**config.mk**
```make
export PLATFORM = sky130hd
export DESIGN_NAME = i2cRegTarget
export DESIGN_NICKNAME = d
export VERILOG_FILES = /design/src/rtl/i2cTgtPkg.sv /design/src/rtl/i2cLineSync.sv /design/src/rtl/i2cTgtDatapath.sv /design/src/rtl/i2cTgtCtrl.sv /design/src/rtl/i2cRegTarget.sv
export SDC_FILE = /design/constraint.sdc
export NUM_CORES = 1
export LEC_CHECK = 0
export BUFFER_PORTS_ARGS = -buffer_cell sky130_fd_sc_hd__buf_2
export CAP_MARGIN = 30
export CELL_PAD_IN_SITES_DETAIL_PLACEMENT = 1
export CELL_PAD_IN_SITES_GLOBAL_PLACEMENT = 1
export CORE_ASPECT_RATIO = 0.5
export CORE_UTILIZATION = 46
export CTS_CLUSTER_DIAMETER = 100
export CTS_CLUSTER_SIZE = 30
export DETAILED_ROUTE_END_ITERATION = 10
export PLACE_DENSITY = 0.82
export SETUP_SLACK_MARGIN = 0.4
export SYNTH_ARGS = -nofsm -noshare
export SYNTH_HDL_FRONTEND = slang
export SYNTH_HIERARCHICAL = 1
export SYNTH_SLANG_ARGS = --single-unit
```
**constraint.sdc**
```tcl
create_clock -name clk -period 2.6 [get_ports clk]
set_clock_uncertainty 0.05 [all_clocks]
set_input_delay 0.13 -clock clk [delete_from_list [all_inputs] [get_ports clk]]
set_output_delay 0.13 -clock clk [all_outputs]
set_load 0.05 [all_outputs]
```
**src/rtl/i2cTgtPkg.sv**
```systemverilog
package i2cTgtPkg;

  typedef enum logic [3:0] {
    ST_IDLE,
    ST_ADDR,
    ST_ADDR_ACK,
    ST_CMD,
    ST_CMD_ACK,
    ST_WDATA,
    ST_WDATA_ACK,
    ST_RDATA,
    ST_RACK
  } tgtState_e;

  // strobes from control to datapath
  typedef struct packed {
    logic shiftIn;
    logic clrCnt;
    logic latchCmd;
    logic loadTx;
    logic shiftTx;
    logic wrStrobe;
  } dpStrobe_t;

endpackage

```
**src/rtl/i2cLineSync.sv**
```systemverilog
module i2cLineSync #(
  parameter int STAGES = 2
) (
  input  logic clk,
  input  logic rstN,
  input  logic sclIn,
  input  logic sdaIn,
  output logic sdaLvl,
  output logic sclRise,
  output logic sclFall,
  output logic startSeen,
  output logic stopSeen
);
  logic [STAGES-1:0] sclPipe, sdaPipe;
  logic sclPrev, sdaPrev, sclLvl;

  always_ff @(posedge clk or negedge rstN) begin
    if (!rstN) begin
      sclPipe <= '1;
      sdaPipe <= '1;
      sclPrev <= 1'b1;
      sdaPrev <= 1'b1;
    end else begin
      sclPipe <= {sclPipe[STAGES-2:0], sclIn};
      sdaPipe <= {sdaPipe[STAGES-2:0], sdaIn};
      sclPrev <= sclPipe[STAGES-1];
      sdaPrev <= sdaPipe[STAGES-1];
    end
  end

  assign sclLvl    = sclPipe[STAGES-1];
  assign sdaLvl    = sdaPipe[STAGES-1];
  assign sclRise   = sclLvl & ~sclPrev;
  assign sclFall   = ~sclLvl & sclPrev;
  assign startSeen = sclLvl & sclPrev & sdaPrev & ~sdaLvl;
  assign stopSeen  = sclLvl & sclPrev & ~sdaPrev & sdaLvl;

endmodule

```
**src/rtl/i2cTgtDatapath.sv**
```systemverilog
module i2cTgtDatapath
  import i2cTgtPkg::*;
#(
  parameter int DATA_W   = 8,
  parameter int NUM_REGS = 4,
  parameter int FIXED_W  = 4,
  parameter int STRAP_W  = 3,
  parameter logic [FIXED_W-1:0] FIXED_ADDR = 4'b0100,
  parameter int RO_IDX   = 0,
  localparam int IDX_W   = $clog2(NUM_REGS),
  localparam int CNT_W   = $clog2(DATA_W + 1)
) (
  input  logic               clk,
  input  logic               rstN,
  input  dpStrobe_t          strobe,
  input  logic               sdaLvl,
  input  logic [STRAP_W-1:0] strapAddr,
  input  logic [DATA_W-1:0]  rfRdData,
  output logic [CNT_W-1:0]   bitCnt,
  output logic               addrMatch,
  output logic               rwBit,
  output logic               txBit,
  output logic               rfWrEn,
  output logic [IDX_W-1:0]   rfWrIdx,
  output logic [DATA_W-1:0]  rfWrData,
  output logic [IDX_W-1:0]   rfRdIdx
);
  logic [DATA_W-1:0] rxShift, txShift, cmdReg, readVal;
  logic cmdValid, cmdWritable;

  assign cmdValid    = cmdReg < DATA_W'(NUM_REGS);
  assign cmdWritable = cmdValid && (cmdReg != DATA_W'(RO_IDX));
  assign rfRdIdx     = cmdReg[IDX_W-1:0];
  assign readVal     = cmdValid ? rfRdData : '0;
  assign addrMatch   = rxShift[DATA_W-1:1] == {FIXED_ADDR, strapAddr};
  assign rwBit       = rxShift[0];
  assign txBit       = txShift[DATA_W-1];

  always_ff @(posedge clk or negedge rstN) begin
    if (!rstN) begin
      bitCnt   <= '0;
      rxShift  <= '0;
      txShift  <= '0;
      cmdReg   <= '0;
      rfWrEn   <= 1'b0;
      rfWrIdx  <= '0;
      rfWrData <= '0;
    end else begin
      if (strobe.clrCnt)
        bitCnt <= '0;
      else if (strobe.shiftIn || strobe.shiftTx)
        bitCnt <= bitCnt + 1'b1;
      if (strobe.shiftIn)
        rxShift <= {rxShift[DATA_W-2:0], sdaLvl};
      if (strobe.latchCmd)
        cmdReg <= rxShift;
      if (strobe.loadTx)
        txShift <= readVal;
      else if (strobe.shiftTx)
        txShift <= {txShift[DATA_W-2:0], 1'b0};
      rfWrEn <= strobe.wrStrobe && cmdWritable;
      if (strobe.wrStrobe) begin
        rfWrIdx  <= cmdReg[IDX_W-1:0];
        rfWrData <= rxShift;
      end
    end
  end

  // the write strobe is a single-cycle pulse
  a_r3_single_pulse: assert property (@(posedge clk) disable iff (!rstN)
    rfWrEn |=> !rfWrEn);
  // the read-only register is never written
  a_r5_no_ro_write: assert property (@(posedge clk) disable iff (!rstN)
    rfWrEn |-> rfWrIdx != IDX_W'(RO_IDX));
  // an out-of-range pointer held steady gives no write
  a_r6_bad_cmd_silent: assert property (@(posedge clk) disable iff (!rstN)
    (cmdReg >= DATA_W'(NUM_REGS) && $stable(cmdReg)) |=> !rfWrEn);
  // bit counter never runs past one byte
  a_r2_cnt_bound: assert property (@(posedge clk) disable iff (!rstN)
    bitCnt <= CNT_W'(DATA_W));

endmodule

```
**src/rtl/i2cTgtCtrl.sv**
```systemverilog
module i2cTgtCtrl
  import i2cTgtPkg::*;
#(
  parameter int DATA_W = 8,
  localparam int CNT_W = $clog2(DATA_W + 1)
) (
  input  logic             clk,
  input  logic             rstN,
  input  logic             sclRise,
  input  logic             sclFall,
  input  logic             startSeen,
  input  logic             stopSeen,
  input  logic             sdaLvl,
  input  logic [CNT_W-1:0] bitCnt,
  input  logic             addrMatch,
  input  logic             rwBit,
  input  logic             txBit,
  output dpStrobe_t        strobe,
  output logic             sdaDriveLow
);
  tgtState_e state, nextState;
  logic masterAcked, byteDone, lastTxBit;

  assign byteDone  = sclFall && (bitCnt == CNT_W'(DATA_W));
  assign lastTxBit = bitCnt == CNT_W'(DATA_W - 1);

  always_comb begin
    nextState = state;
    strobe    = '0;
    if (stopSeen) begin
      nextState = ST_IDLE;
    end else if (startSeen) begin
      nextState     = ST_ADDR;
      strobe.clrCnt = 1'b1;
    end else begin
      unique case (state)
        ST_ADDR, ST_CMD, ST_WDATA: begin
          strobe.shiftIn = sclRise;
          if (byteDone) begin
            strobe.clrCnt = 1'b1;
            if (state == ST_ADDR)
              nextState = addrMatch ? ST_ADDR_ACK : ST_IDLE;
            else if (state == ST_CMD) begin
              strobe.latchCmd = 1'b1;
              nextState       = ST_CMD_ACK;
            end else begin
              strobe.wrStrobe = 1'b1;
              nextState       = ST_WDATA_ACK;
            end
          end
        end
        ST_ADDR_ACK: begin
          if (sclFall) begin
            if (rwBit) begin
              strobe.loadTx = 1'b1;
              nextState     = ST_RDATA;
            end else begin
              nextState = ST_CMD;
            end
          end
        end
        ST_CMD_ACK, ST_WDATA_ACK: begin
          if (sclFall) nextState = ST_WDATA;
        end
        ST_RDATA: begin
          if (sclFall) begin
            if (lastTxBit) begin
              strobe.clrCnt = 1'b1;
              nextState     = ST_RACK;
            end else begin
              strobe.shiftTx = 1'b1;
            end
          end
        end
        ST_RACK: begin
          if (sclFall) begin
            if (masterAcked) begin
              strobe.loadTx = 1'b1;
              nextState     = ST_RDATA;
            end else begin
              nextState = ST_IDLE;
            end
          end
        end
        default: nextState = ST_IDLE;
      endcase
    end
  end

  always_ff @(posedge clk or negedge rstN) begin
    if (!rstN) begin
      state       <= ST_IDLE;
      masterAcked <= 1'b0;
    end else begin
      state <= nextState;
      if (state == ST_RACK && sclRise)
        masterAcked <= ~sdaLvl;
    end
  end

  assign sdaDriveLow = (state == ST_ADDR_ACK) || (state == ST_CMD_ACK) ||
                       (state == ST_WDATA_ACK) || (state == ST_RDATA && !txBit);

  // STOP always lands in idle
  a_r9_stop_to_idle: assert property (@(posedge clk) disable iff (!rstN)
    stopSeen |=> state == ST_IDLE);
  // START or repeated START re-enters address matching
  a_r7_start_to_addr: assert property (@(posedge clk) disable iff (!rstN)
    (startSeen && !stopSeen) |=> state == ST_ADDR);
  // nothing is driven while idle
  a_r10_idle_released: assert property (@(posedge clk) disable iff (!rstN)
    state == ST_IDLE |-> !sdaDriveLow);
  // SDA released during the master acknowledge bit
  a_r8_rack_released: assert property (@(posedge clk) disable iff (!rstN)
    state == ST_RACK |-> !sdaDriveLow);
  // a mismatched address never leads to an acknowledge
  a_r1_no_false_ack: assert property (@(posedge clk) disable iff (!rstN)
    (state == ST_ADDR && byteDone && !addrMatch && !startSeen && !stopSeen)
      |=> state == ST_IDLE);

endmodule

```
**src/rtl/i2cRegTarget.sv**
```systemverilog
module i2cRegTarget
  import i2cTgtPkg::*;
#(
  parameter int DATA_W      = 8,
  parameter int NUM_REGS    = 4,
  parameter int STRAP_W     = 3,
  parameter int SYNC_STAGES = 2,
  localparam int IDX_W      = $clog2(NUM_REGS),
  localparam int CNT_W      = $clog2(DATA_W + 1)
) (
  input  logic               clk,
  input  logic               rstN,
  input  logic               sclIn,
  input  logic               sdaIn,
  input  logic [STRAP_W-1:0] strapAddr,
  output logic               sdaDriveLow,
  output logic               rfWrEn,
  output logic [IDX_W-1:0]   rfWrIdx,
  output logic [DATA_W-1:0]  rfWrData,
  output logic [IDX_W-1:0]   rfRdIdx,
  input  logic [DATA_W-1:0]  rfRdData
);
  logic sdaLvl, sclRise, sclFall, startSeen, stopSeen;
  logic addrMatch, rwBit, txBit;
  logic [CNT_W-1:0] bitCnt;
  dpStrobe_t strobe;

  i2cLineSync #(.STAGES(SYNC_STAGES)) uSync (
    .clk(clk), .rstN(rstN), .sclIn(sclIn), .sdaIn(sdaIn),
    .sdaLvl(sdaLvl), .sclRise(sclRise), .sclFall(sclFall),
    .startSeen(startSeen), .stopSeen(stopSeen)
  );

  i2cTgtCtrl #(.DATA_W(DATA_W)) uCtrl (
    .clk(clk), .rstN(rstN), .sclRise(sclRise), .sclFall(sclFall),
    .startSeen(startSeen), .stopSeen(stopSeen), .sdaLvl(sdaLvl),
    .bitCnt(bitCnt), .addrMatch(addrMatch), .rwBit(rwBit), .txBit(txBit),
    .strobe(strobe), .sdaDriveLow(sdaDriveLow)
  );

  i2cTgtDatapath #(
    .DATA_W(DATA_W), .NUM_REGS(NUM_REGS), .STRAP_W(STRAP_W)
  ) uDp (
    .clk(clk), .rstN(rstN), .strobe(strobe), .sdaLvl(sdaLvl),
    .strapAddr(strapAddr), .rfRdData(rfRdData), .bitCnt(bitCnt),
    .addrMatch(addrMatch), .rwBit(rwBit), .txBit(txBit),
    .rfWrEn(rfWrEn), .rfWrIdx(rfWrIdx), .rfWrData(rfWrData),
    .rfRdIdx(rfRdIdx)
  );

endmodule

```
# After elaboration in Yosys (flattened, before gate mapping)
# Cells that the tools add are included.
# word_totals
mem_bits_ro	0
in_bits	15
memories	0
latch_bits	0
output_inout_bits	14
regBits	50
mem_bits_rw	0
# op_classes
add_sub_neg	1
shift	0
multipliers	0
eq_ne	17
muxes	43
n_div	0
reduce_logical	16
order_cmp	1
bitwise	11
# ops
op	count
4-bit two-way mux	12
8-bit two-way mux	3
4-bit by 3-bit inequality test with 1-bit output, second input constant	6
4-bit by 3-bit equality test with 1-bit output, second input constant	5
4-bit case mux with 5 select lines	1
1-bit two-way mux	19
4-bit by 2-bit equality test with 1-bit output, second input constant	2
4-bit equality test, second input constant	2
8-bit by 3-bit less-than comparator with 1-bit output, second input constant	1
8-bit nonzero test	1
1-bit AND	7
7-bit by 6-bit equality test with 1-bit output	1
2-bit two-way mux	3
3-bit two-way mux	2
6-bit two-way mux	1
6-bit AND reduction	1
1-bit logical AND	5
4-bit by 1-bit adder with 4-bit output, second input constant	1
4-bit by 1-bit equality test with 1-bit output, second input constant	1
1-bit logical OR	4
1-bit NOT	4
1-bit case mux with 2 select lines	2
2-bit nonzero test	2
3-bit OR reduction	1
other kinds (2)	2

# Depth between registers and ports, before layout
# Gate-level depths: netlist of run 1.
# logic_depth
depth_word	10
ltp_mapped	9
depth_no_buf	8

# Hierarchy
# The synthesis of run 1 kept the hierarchy.
# modules_own_cells
module	area_each_um2	seq_area_each_um2	n_inst	cells_per_inst
i2cTgtDatapath	1612.8	975.9	1	121
i2cTgtCtrl	588.1	125.1	1	68
i2cLineSync	190.2	157.7	1	10

# Worst setup path after synthesis of run 1
# OpenSTA, ideal clock, no wires.
# synth_path
path_kind	register to register
start	register uSync.sdaPipe[1]
end	register uDp.rfWrData[0]
t_arrival_ns	2.230
path_stages_with_launch	8
setup_time_ns	0.125
setup_slack_ns	0.195
period_less_slack_ns	2.405
path_cell_list	dfstp_2 -> and4b_1 -> or2_2 -> nor3_1 -> nand3_1 -> nor3b_1 -> buf_2 -> mux2_2
# synth_lines
item	line	text
start: declaration	i2cLineSync.sv:14	logic [STAGES-1:0] sclPipe, sdaPipe;
start signal: assignment	i2cLineSync.sv:25	sdaPipe <= {sdaPipe[STAGES-2:0], sdaIn};
end signal: assignment	i2cTgtDatapath.sv:64	rfWrData <= rxShift;
end: declaration	i2cTgtDatapath.sv:25	output logic [DATA_W-1:0] rfWrData,

==> results.cfg, run 1 <==
[logic_synthesis]
synth_cells = 199
async_reset_ff_share_pct = 100
yosysSeqAreaShare_pct = 52.6
synth-edff-count = 0
syn_area_per_cell_um2 = 12.0
yosys_warnings = 6
ys_ff_latch = 50
syn_nets = 215
netlist_area_um2 = 2390
synth_cell_types = 49
ys.flop_type = dfrtp_1

[floorplanning]
fp.dieArea_um2 = 5510
num_io_pins = 29
core_um2 = 4950
die_h_um = 53.0
die_x_um = 104
core.rowCount = 18
initial_core_util_pct = 48.3

[timing]
setup_violations = 0
worst_pin_slew_ns = 0.669
period_needed_ns = 2.43
rsz0062_at_grt = true
tns_ns = 0
max_freq_ghz = 0.412
hold_viol_final = 0
slew_headroom_pct = 55.4
drv_slew = 0
fin_crit_sh_pct = 93.4

[drt]
drc = 0
wl_per_cell_um = 24.6
via_per_inst = 5.95
ant_nets = 0
drt_iter0_drc = 132
wl_mm = 7.87
vias = 1905
first_pass_iters = 5

[layout]
drive_gt1_share_pct = 45.6
multi_input_area_um2 = 1220
final_area_um2 = 3120
diodes = 0
final_cell_mix = dfrtp_1, buf_2, mux2_4
final_common_cell = dfrtp_1
final_nets = 265
fillCellCount = 482
syn_to_final_growth_pct = 30.3
seqCellArea_um2 = 1260

[placed_design]
dp_hpwl_mm = 3.65
place_congestion = 0.829
dpl_cell_area_um2 = 2650
io_buffers = 28

[cts]
clkSinkCount = 50
cts_buffers = 5
path_clk_slew_ns = 0.10
htree_levels = 2
cts-root-buf = clkbuf_8
clk_path_buf_depth = 2
clkLatencyLatePin_ns = 0.31
cts_tree = done

[global_route]
antenna_found_initial = 0
grt_usage_pct = 28.0
grt_pass1_vias = 1982
grt_pass1_wl_mm = 11.2
grt-ovfl-total = 0
grt_max_degree = 43

[setup_path]
critical_path_class = reg2reg
path_max_fanout = 5
cp.required_ns = 2.74
crit_path_end_kind = flop
critPathLaunchType = flop
arrival_ns = 2.57

[power]
p_leak_nw = 1.48
power_mw = 1.52
ir_drop_mv = 0.575
p_per_area_nw_per_um2 = 489

[job]
drv_cap = 0

[status]
status = finished clean

[min_path]
hold_class = in2reg
-- layer usage --
metal,track usage (%),wire [um],up-vias
met3,7.51,482,17
li1,-,-,820
met5,0,0,-
met1,34.6,3410,978
met2,47.0,3780,90
met4,13.1,193,0
-- cells in the mapped netlist (2+ instances only) --
library cell | instances | share of area, %
buf_2 | 4 | 0.84
dfrtp_1 | 44 | 46
a31oi_1 | 3 | 0.79
nor2_1 | 12 | 1.9
xnor2_1 | 2 | 0.73
mux2i_1 | 9 | 3.8
dfstp_2 | 6 | 6.6
nor3_1 | 5 | 1.0
nand3_1 | 5 | 1.0
buf_4 | 3 | 0.94
nor4_1 | 2 | 0.52
o22ai_1 | 7 | 1.8
mux2_1 | 3 | 1.4
buf_6 | 2 | 0.94
xor2_1 | 5 | 1.8
and3_1 | 3 | 0.79
mux2_2 | 26 | 12
a21oi_1 | 3 | 0.63
nand2_1 | 12 | 1.9
and4b_1 | 2 | 0.84
o21ai_0 | 7 | 1.5
clkbuf_1 | 3 | 0.47
nor2b_1 | 2 | 0.52
inv_1 | 4 | 0.63
-- power by group --
part           switching (mW)  internal (mW)  leakage, nW
clock                   0.290          0.317       0.0618
combinational          0.0509         0.0481        0.784
sequential             0.0222          0.795        0.634
total                   0.363           1.16         1.48
-- path summary, 6_finish.rpt --
path | end | cells past startpoint | slack, ns | startpoint
min reg2reg | uSync/sdaPipe[1] | 0 | 0.32 | uSync/sdaPipe[0]
min in group asynchronous | uDp/bitCnt[2] | 2 | 0.14 | rstN
max | uDp/txShift[4] | 8 | 0.17 | uSync/sdaPipe[1]
max in group asynchronous | uSync/sdaPrev | 3 | 1.79 | rstN
max reg2reg | uDp/txShift[4] | 8 | 0.17 | uSync/sdaPipe[1]
min | uDp/txShift[3] | 3 | 0.04 | rfRdData[3]
-- cell families (layout without fill, tap and decap cells) --
group	count (synthesis)	count (layout)	share of synthesized area [%]
xor+xnor	7	7	2.56
compound gates	28	28	8.27
flops	50	50	52.6
mux	38	38	17.4
simple gates	59	59	14.8
fa+ha+maj	1	1	0.523
buf+inv	16	67	3.82
-- registers in the layout (all words and copies together), names as in the netlist --
signal             flops
uSync/sdaPrev          1
uDp/rfWrData           8
uDp/rfWrEn             1
uDp/cmdReg             8
uDp/rfWrIdx            2
uSync/sdaPipe          2
uSync/sclPrev          1
uDp/txShift            8
uDp/rxShift            8
uDp/bitCnt             4
uSync/sclPipe          2
uCtrl/state            4
uCtrl/masterAcked      1
-- what timing repair did --
action | CTS | global route
setup endpoints to repair | 39 | 42
hold endpoints to repair | 47 | 0
cloned | 2 | 1
pin swaps | 14 | 3
gates resized for setup | 38 | 13
hold buffers | 4 | 0
setup buffers | 8 | 3
-- per-stage QoR --
step | utilization, % | hold WS, ns | setup WS (ns) | instances
after floorplan | - | -0.216 | 0.396 | 199
after global placement | 53.0 | 0.185 | 0.327 | 293
after detailed placement | 53.4 | -0.0425 | 0.285 | 294
after CTS | 61.0 | 0.0113 | 0.294 | 316
after global routing | 62.9 | 0.0301 | 0.0944 | 320
final | 62.9 | 0.0400 | 0.172 | 320
-- worst max-delay path, cell delays in order, from the launching register on --
cell and delay, ns:
dfstp_2 0.55, and4b_2 0.25, or2_4 0.27, nor3_4 0.17, nand2_1 0.15, nor3_4 0.20, buf_4 0.21, mux2i_1 0.31
o22ai_1 0.14
-- final cells by class --
type	count	area share, %
Tap cell	70	2.81
Timing Repair Buffer	55	13.2
Clock buffer	6	2.65
Inverter	4	0.482
Clock inverter	2	1.24
Sequential cell	50	40.4
Multi-Input combinational cell	133	39.2
(Power assumes the default switching activity.)
==> run 2: changes to the inputs <==
--- a/config.mk
+++ b/config.mk
@@ -5,18 +5,16 @@
 export SDC_FILE = /design/constraint.sdc
 export NUM_CORES = 1
 export LEC_CHECK = 0
+export ABC_AREA = 0
 export BUFFER_PORTS_ARGS = -buffer_cell sky130_fd_sc_hd__buf_2
 export CAP_MARGIN = 30
-export CELL_PAD_IN_SITES_DETAIL_PLACEMENT = 1
-export CELL_PAD_IN_SITES_GLOBAL_PLACEMENT = 1
 export CORE_ASPECT_RATIO = 0.5
-export CORE_UTILIZATION = 46
+export CORE_UTILIZATION = 55
 export CTS_CLUSTER_DIAMETER = 100
 export CTS_CLUSTER_SIZE = 30
 export DETAILED_ROUTE_END_ITERATION = 10
-export PLACE_DENSITY = 0.82
+export PLACE_DENSITY = 0.8
 export SETUP_SLACK_MARGIN = 0.4
 export SYNTH_ARGS = -nofsm -noshare
 export SYNTH_HDL_FRONTEND = slang
-export SYNTH_HIERARCHICAL = 1
 export SYNTH_SLANG_ARGS = --single-unit
==> run 2 against run 1 <==
Effect of this change:
- total power grew 14%
- via count shrank 1.7%
- flip-flop and latch count is the same
- cell area shrank 6.5%
- sequential power grew 17%
- count of clock-buffer cells in the layout is the same
- die area shrank 12%
- final cell count grew 2.8%
- worst setup slack gained 0.31 ns
- critical path depth shrank 3
- critical path type unchanged
- largest power group unchanged
==> results.cfg, run 2 <==
[status]
status = finished clean

[drt]
first_pass_iters = 4
drc = 0
wl_mm = 5.15
vias = 1872
via_per_inst = 5.69
wl_per_cell_um = 15.7
drt_iter0_drc = 126
ant_nets = 0

[global_route]
grt_pass1_wl_mm = 8.73
global_route.usage.met3_pct = 6.10
antenna_found_initial = 0
grt_usage_pct = 23.2
grt_pass1_vias = 1769
grt_max_degree = 34
use_met1_pct = 33.3
busiest_layer = met2
grt-ovfl-total = 0
grt_use_met2_pct = 36.0

[timing]
slew_headroom_pct = 62.8
tns_ns = 0
fin_crit_sh_pct = 81.4
setup_violations = 0
period_needed_ns = 2.12
max_freq_ghz = 0.473
drv_slew = 0
rsz0062_at_grt = false
worst_pin_slew_ns = 0.556
hold_viol_final = 0

[power]
p_sw_share_pct = 30.5
p_comb_share_pct = 16.7
p_leak_nw = 1.35
power_frac_seq_pct = 55.1
power.clock.fraction_pct = 28.2
power.switching_mw = 0.528
ir_drop_mv = 0.349
p_int_mw = 1.20
p_per_area_nw_per_um2 = 595

[logic_synthesis]
yosys.area_share.simple_pct = 20.9
ys_ff_latch = 50
synth.area.mux_share_pct = 11.3
synth_area_leader_cell = dfrtp_1
ys.flop_type = dfrtp_1
synthAdderAreaFrac_pct = 1.00
synth_top_family_by_area = simple AND/OR/NAND/NOR gates
yosys_warnings = 0
synth_cell_types = 54
synth_area_leaders = dfrtp_1, mux2_2, dfstp_2
async_reset_ff_share_pct = 100
synth_cells = 235
syn_nets = 252
synth_xor_area_share_pct = 1.41
synth_compound_area_share_pct = 11.4
netlist_area_um2 = 2490
synth-edff-count = 0
synth_top_cell_area_share_pct = 44.2
syn_area_per_cell_um2 = 10.6
synth_most_common_cell = dfrtp_1
yosysSeqAreaShare_pct = 50.5
netlist_top_cells_count = dfrtp_1, nand2_1, mux2_2, nand3_1, o21ai_0

[min_path]
worstHoldPathCells = 3
hold_class = in2reg

[floorplanning]
die_x_um = 97.2
num_io_pins = 29
core.rowCount = 16
core_um2 = 4120
initial_core_util_pct = 60.4
die_h_um = 49.6
fp.dieArea_um2 = 4820

[setup_path]
cp_slowest_cell = dfstp_2
arrival_ns = 2.26
r2r_slack_ns = 0.48
critical_path_class = reg2reg
cp.required_ns = 2.74
max_stage_delay_ns = 0.60
worstPathCellList = nand2b_4 > or4_4 > nor3b_4 > buf_12 > mux2_2
critPathLaunchType = flop
rr_worst_depth = 5
r2r_start = uSync.sclPrev
startpoint = uSync.sclPrev
r2r-end = uDp.cmdReg[2]
crit_path_end_kind = flop
path_max_fanout = 8
critPathCapture = uDp.cmdReg[2]

[cts]
htree_levels = 2
clk_path_buf_depth = 2
cts_buffers = 5
path_clk_slew_ns = 0.10
cts-root-buf = clkbuf_8
cts_tree = done
clkLatencyLatePin_ns = 0.31
clkSinkCount = 50

[placed_design]
io_buffers = 28
dp_hpwl_mm = 3.57
place_congestion = 0.801

[job]
drv_cap = 0

[layout]
fillCellCount = 292
drive_gt1_share_pct = 28.7
final_cell_mix = dfrtp_1, nand2_1, buf_2
final_nets = 291
final_common_cell = dfrtp_1
syn_to_final_growth_pct = 16.9
diodes = 0
fin_util_pct = 70.6
==> run 2: cell count changes in the layout (fill, tap and decap cells not counted), sizes merged, moves of 7 or more <==
| cell | before | now |
|---|---|---|
| nand3 | 5 | 16 |
| o21ai | 7 | 14 |
| nand2 | 13 | 31 |
| nor2 | 12 | 5 |
| mux2 | 29 | 18 |
| o22ai | 7 | 0 |
| buf | 50 | 40 |
==> run 2: worst min-delay path by stage <==
| stage | from | endpoint | slack, ns |
|---|---|---|---|
| 2_1_floorplan | rstN | uCtrl.masterAcked | -0.22 |
| 3_3_place_gp | sdaIn | uSync.sdaPipe[0] | 0.19 |
| 3_5_place_dp | rstN | uDp.bitCnt[3] | 0.03 |
| 4_1_cts | rfRdData[6] | uDp.txShift[6] | 0.0008 |
| 5_1_grt | rfRdData[0] | uDp.txShift[0] | 0.02 |
| 6_report | rfRdData[1] | uDp.txShift[1] | 0.004 |
==> run 2: worst max-delay path, delay by kind of cell (launching register included) <==
kind          cells  cell delay, ns
simple gates      3            0.87
flops             1            0.60
mux               1            0.33
buf+inv           1            0.15
==> run 2: through the flow <==
step / area, um^2 / total power [mW] / cells / hold WS [ns] / worst slack, ns
6_report: 2910 / 1.73 / 329 / 0.00394 / 0.484
4_1_cts: 2900 / 1.74 / 328 / 0.000826 / 0.450
2_1_floorplan: 2490 / 1.13 / 235 / -0.216 / 0.446
5_1_grt: 2910 / 1.82 / 329 / 0.0199 / 0.407
3_3_place_gp: 2710 / 1.23 / 312 / 0.185 / 0.438
3_5_place_dp: 2730 / 1.24 / 313 / 0.0264 / 0.398
==> run 2: what timing repair did <==
| item | in CTS | in global routing |
|---|---|---|
| hold buffers | 6 | 0 |
| gates cloned | 0 | 0 |
| resized for setup | 0 | 1 |
| pin swaps | 1 | 0 |
| endpoints found under the setup margin | 8 | 11 |
| buffers inserted | 1 | 1 |
| hold endpoints to repair | 19 | 0 |
==> run 2: power groups by stage <==
| stage | sequential (mW) | combinational [mW] | clock, mW |
|---|---|---|---|
| floorplan | 0.941 | 0.185 | 0 |
| global placement | 0.963 | 0.266 | 0 |
| detailed placement | 0.968 | 0.276 | 0 |
| CTS | 0.954 | 0.287 | 0.500 |
| global route | 0.969 | 0.327 | 0.524 |
| finish | 0.955 | 0.289 | 0.488 |
==> run 2: logic make-up after synthesis <==
logic type	after synthesis
AOI/OAI and AO/OA	42
xor gates and xnor gates	4
adders and majority gates	2
buffers and inverters	20
DFF	50
muxes	26
and+or+nand+nor	91
==> run 2: final cells by class <==
type | count | area [um^2] | share of cell area [%]
clock buffer | 6 | 82.6 | 2.84
timing repair buffer | 46 | 315 | 10.8
sequential | 50 | 1260 | 43.3
multi-input combinational | 165 | 1150 | 39.4
clock inverter | 2 | 16.3 | 0.558
tap | 54 | 67.6 | 2.32
inverter | 6 | 22.5 | 0.773
==> run 2: metal layers <==
| layer | share of wire, % | wire length (um) |
|---|---|---|
| met1 | 49 | 2540 |
| met2 | 45 | 2340 |
| met3 | 4.7 | 244 |
| met4 | 0.62 | 32 |
| met5 | 0 | 0 |
